## src/rtl/lsu_align.sv

```systemverilog
module lsu_align #(
  parameter bit BIG_ENDIAN = 1'b1,
  parameter int OFF_W = 16
) (
  input  logic              clk,
  input  logic              rst_n,
  input  logic              req_valid,
  input  logic [2:0]        op,
  input  logic [31:0]       base,
  input  logic [OFF_W-1:0]  offset,
  input  logic [31:0]       st_data,
  input  logic [31:0]       rd_word,
  output logic [29:0]       mem_addr,
  output logic [3:0]        byte_en,
  output logic [31:0]       wr_data,
  output logic              misalign,
  output logic              ld_valid,
  output logic [31:0]       ld_data
);
  localparam logic [2:0] OP_LW = 3'd0, OP_LBS = 3'd1, OP_LBU = 3'd2,
                         OP_SW = 3'd3, OP_SB = 3'd4;

  logic [31:0] ea;
  logic [1:0]  lane;
  logic        is_word, is_load;
  logic        q_valid;
  logic [2:0]  q_op;
  logic [1:0]  q_lane;
  logic [7:0]  sel_byte;

  assign ea       = base + {{(32-OFF_W){offset[OFF_W-1]}}, offset};
  assign lane     = BIG_ENDIAN ? 2'd3 - ea[1:0] : ea[1:0];
  assign is_word  = (op == OP_LW) || (op == OP_SW);
  assign is_load  = (op == OP_LW) || (op == OP_LBS) || (op == OP_LBU);
  assign mem_addr = ea[31:2];
  assign misalign = req_valid && is_word && (ea[1:0] != 2'd0);

  always_comb begin
    byte_en = 4'b0000;
    if (req_valid && !misalign) begin
      if (op == OP_SW) byte_en = 4'b1111;
      else if (op == OP_SB) byte_en = 4'b0001 << lane;
    end
  end

  assign wr_data = (op == OP_SB) ? {4{st_data[7:0]}} : st_data;

  always_ff @(posedge clk or negedge rst_n) begin
    if (!rst_n) begin
      q_valid <= 1'b0;
      q_op    <= OP_LW;
      q_lane  <= 2'd0;
    end else begin
      q_valid <= req_valid && is_load && !misalign;
      q_op    <= op;
      q_lane  <= lane;
    end
  end

  assign sel_byte = rd_word[{q_lane, 3'b000} +: 8];
  assign ld_valid = q_valid;

  always_comb begin
    ld_data = 32'd0;
    if (q_valid) begin
      case (q_op)
        OP_LW:   ld_data = rd_word;
        OP_LBS:  ld_data = {{24{sel_byte[7]}}, sel_byte};
        default: ld_data = {24'd0, sel_byte};
      endcase
    end
  end
endmodule


```

## config.mk

```make
export PLATFORM = sky130hd
export DESIGN_NAME = lsu_align
export DESIGN_NICKNAME = d
export VERILOG_FILES = /design/src/rtl/lsu_align.sv
export SDC_FILE = /design/constraint.sdc
export NUM_CORES = 1
export LEC_CHECK = 0
export BUFFER_PORTS_ARGS = -buffer_cell sky130_fd_sc_hd__buf_2
export CAP_MARGIN = 30
export CORE_AREA = 2 2 84 86
export DETAILED_ROUTE_END_ITERATION = 10
export DIE_AREA = 0 0 86 88
export HOLD_SLACK_MARGIN = 0.1
export PLACE_DENSITY = 0.86
export SETUP_SLACK_MARGIN = 0.15
export SLEW_MARGIN = 10
export SYNTH_ARGS = -nofsm -noshare
export SYNTH_HDL_FRONTEND = slang
export SYNTH_SLANG_ARGS = --single-unit
```

## constraint.sdc

```tcl
create_clock -name clk -period 7.75 [get_ports clk]
set_input_delay 2.325 -clock clk [delete_from_list [all_inputs] [get_ports clk]]
set_output_delay 2.325 -clock clk [all_outputs]
set_load 0.1 [all_outputs]
```

==> results.sh <==
export IMPL_multi_input_area_mm2=0.00264
export IMPL_finalCriticalPeriod_ns=7.38
export IMPL_synthAdderAreaFrac_pct=14.1
export IMPL_hold_buffers=0
export IMPL_power_density_mw_per_mm2=192
export IMPL_critPathCaptureType="output port"
export IMPL_hold_viol=0
export IMPL_fp_coreArea_mm2=0.00664
export IMPL_grtUsageTotal_pct=25.9
export IMPL_fmax_ghz=0.136
export IMPL_fillCellCount=612
export IMPL_layout_commonest_cell="buf_2"
export IMPL_arrival_ns=5.05
export IMPL_ys_seq_area_share_pct=5.18
export IMPL_crit_top_cell="o21ai_1"
export IMPL_n_antenna_cell=0
export IMPL_cts_resized=0
export IMPL_critPathSlowestCell="a2111oi_4"
export IMPL_place_congestion=0.932
export IMPL_grt_max_degree=27
export IMPL_place_inst=713
export IMPL_post_route_util_pct=61.5
export IMPL_synth_warnings=0
export IMPL_synthCells=443
export IMPL_grt_pass1_vias=3553
export IMPL_drive_gt1_share_pct=40.4
export IMPL_ant_nets=0
export IMPL_synth_xor_area_share_pct=9.37
export IMPL_endpoint="mem_addr[26]"
export IMPL_startpoint_type="input pin"
export IMPL_root_buffer="clkbuf_8"
export IMPL_setup_viol=0
export IMPL_start_util_pct=43.6
export IMPL_avgSynthCellArea_um2=6.54
export IMPL_syn_to_final_growth_pct=40.9
export IMPL_clock_sinks=6
export IMPL_synth_distinct_cells=60
export IMPL_cp_startpoint="base[0]"
export IMPL_numCtsBuffers=3
export IMPL_cp_max_fo=3
export IMPL_clk_pin_slew_ns=0.03
export IMPL_ys_ff_latch=6
export IMPL_slew_viol_final=0
export IMPL_setup_tns_ns=0
export IMPL_clockBufferDepth=2
export IMPL_crit_required_ns=5.43
export IMPL_ir_worst_vdd_uv=173
export IMPL_io_buffers=217
export IMPL_antenna_found_initial=0
export IMPL_status="completed"
export IMPL_synth_nets=593
export IMPL_die_y_um=88
export IMPL_synth_simple_gate_area_share_pct=25.3
export IMPL_avgRoutedWirePerCell_um=15.1
export IMPL_synth_edf_count=0
export IMPL_drt_wl_total_um=10800
export IMPL_dp_hpwl_um=9060
export IMPL_hp_class="in2async"
export IMPL_vias=4065
export IMPL_final_nets=788
export IMPL_grt_setup_unrepaired="no"
export IMPL_die_w_um=86
export IMPL_path_cells="buf_2 > ha_1 > inv_1 > fa_1 > and2b_1 > o2111ai_2 > a2111oi_4 > o21ai_1 > a31oi_1 > o21ai_1 > xnor2_2 > clkbuf_4"
export IMPL_async_flop_share_pct=100
export IMPL_synth_ff_type="dfrtp_1"
export IMPL_ff_latch_area_um2=150
export IMPL_die_area_mm2=0.00757
export IMPL_rows=30
export IMPL_io_pins=218
export IMPL_synth_top_family_by_area="compound AO/OA/AOI/OAI gates"
export IMPL_grt_overflow_total=0
export IMPL_power_mw=0.786
export IMPL_first_pass_iters=6
export IMPL_stdcell_count=716
export IMPL_tightestPinTransition_ns=0.901
export IMPL_drc=0
export IMPL_synthMuxAreaShare_pct=3.19
export IMPL_post_cts_buffers=0
export IMPL_critical_path_class="in2out"
export IMPL_leakage_nw=2.19
export IMPL_max_stage_delay_ns=0.44
export IMPL_syn_area_mm2=0.00290
export IMPL_slew_headroom_pct=39.8
export IMPL_final_cell_mix="buf_2, nand2_1, a21oi_1"
export IMPL_post_route_period_util_pct=95.2
export IMPL_grt_first_pass_wirelength_um=16300
export IMPL_synth_compound_area_share_pct=35.6
export IMPL_drtIter0Drc=182
export IMPL_cts_tree="yes"
export IMPL_max_cap_viol_count=0
export IMPL_vias_per_cell=5.68
export IMPL_h_tree_depth=1
[per-stage QoR]
stage | worst slack, ns | cell area [um2] | hold slack, ns
finish | 0.371 | 4090 | 1.92
global route | 0.199 | 4090 | 1.93
CTS | 0.299 | 4080 | 1.92
detailed placement | 0.310 | 4040 | 2.15
global placement | 0.379 | 4040 | 2.15
floorplan | 0.168 | 3000 | 2.03
[sequential cells by signal, indices dropped and copies added (netlist names)]
name	count
ld_valid	1
q_op	3
q_lane	2
[logic make-up (layout without fill, tap and decap cells)]
kind of cell             count (synthesis)  count (layout)
AO/OA/AOI/OAI                          153             153
XOR/XNOR                                31              31
adder cells (fa/ha/maj)                 32              32
buffers and inverters                   42             235
flip-flops                               6               6
multiplexers                             8               8
AND/OR/NAND/NOR                        171             171
[worst max-delay path, delay by kind of cell]
| kind | cells | cell delay [ns] |
|---|---|---|
| fa+ha+maj | 2 | 0.62 |
| xor+xnor | 1 | 0.13 |
| compound gates | 5 | 1.20 |
| buf+inv | 3 | 0.51 |
| simple gates | 1 | 0.26 |
[worst min path at each step]
| stage | endpoint | cells past startpoint |
|---|---|---|
| 5_1_grt | q_lane[0] | 1 |
| 2_1_floorplan | ld_valid | 0 |
| 3_3_place_gp | q_lane[1] | 1 |
| 3_5_place_dp | q_lane[1] | 1 |
| 4_1_cts | q_op[2] | 1 |
| 6_report | q_lane[1] | 1 |
[synthesized netlist by cell type, drive strengths merged (3+ instances only)]
cell type,count,share of area (%)
nand2,113,15
a21oi,60,11
o21ai,37,6.6
ha,31,13
nor2,21,2.7
xnor2,21,6.3
buf,19,4.3
inv,14,1.8
xor2,10,3.0
a31oi,9,2.2
clkbuf,9,1.2
a21o,8,2.1
mux2i,7,2.4
nand3,7,1.4
dfrtp,6,5.2
nor3,6,1.0
o211ai,6,1.6
o21bai,6,1.7
a21boi,4,1.0
and3,4,0.86
nand2b,4,0.86
nor2b,4,0.86
a2111oi,3,1.8
a211oi,3,0.95
nand4,3,0.65
nor3b,3,0.95
o31ai,3,1.6
[per-layer routing]
| metal | GRT usage [%] | vias to the layer above | part of all wire, % |
|---|---|---|---|
| met5 | 0 | - | 0 |
| met4 | 6.93 | 0 | 1.5 |
| met3 | 2.64 | 22 | 8.5 |
| met2 | 46.4 | 250 | 50 |
| met1 | 33.2 | 1836 | 40 |
| li1 | - | 1957 | - |
[final cells by class]
cell class              instances  share of cell area, %
clock buffers                   3                   1.01
multi-input cells             395                   64.7
repair buffers                218                   26.9
flip-flops and latches          6                   3.68
inverters                      14                   1.29
well taps                      80                   2.45
[report_power, final]
group          leakage, nW  switching (mW)  internal, mW
clock network       0.0216          0.0124        0.0333
registers           0.0716         0.00673        0.0339
logic                 2.10           0.552         0.148
total                 2.19           0.571         0.215
Power figures use the tool's default switching activity.
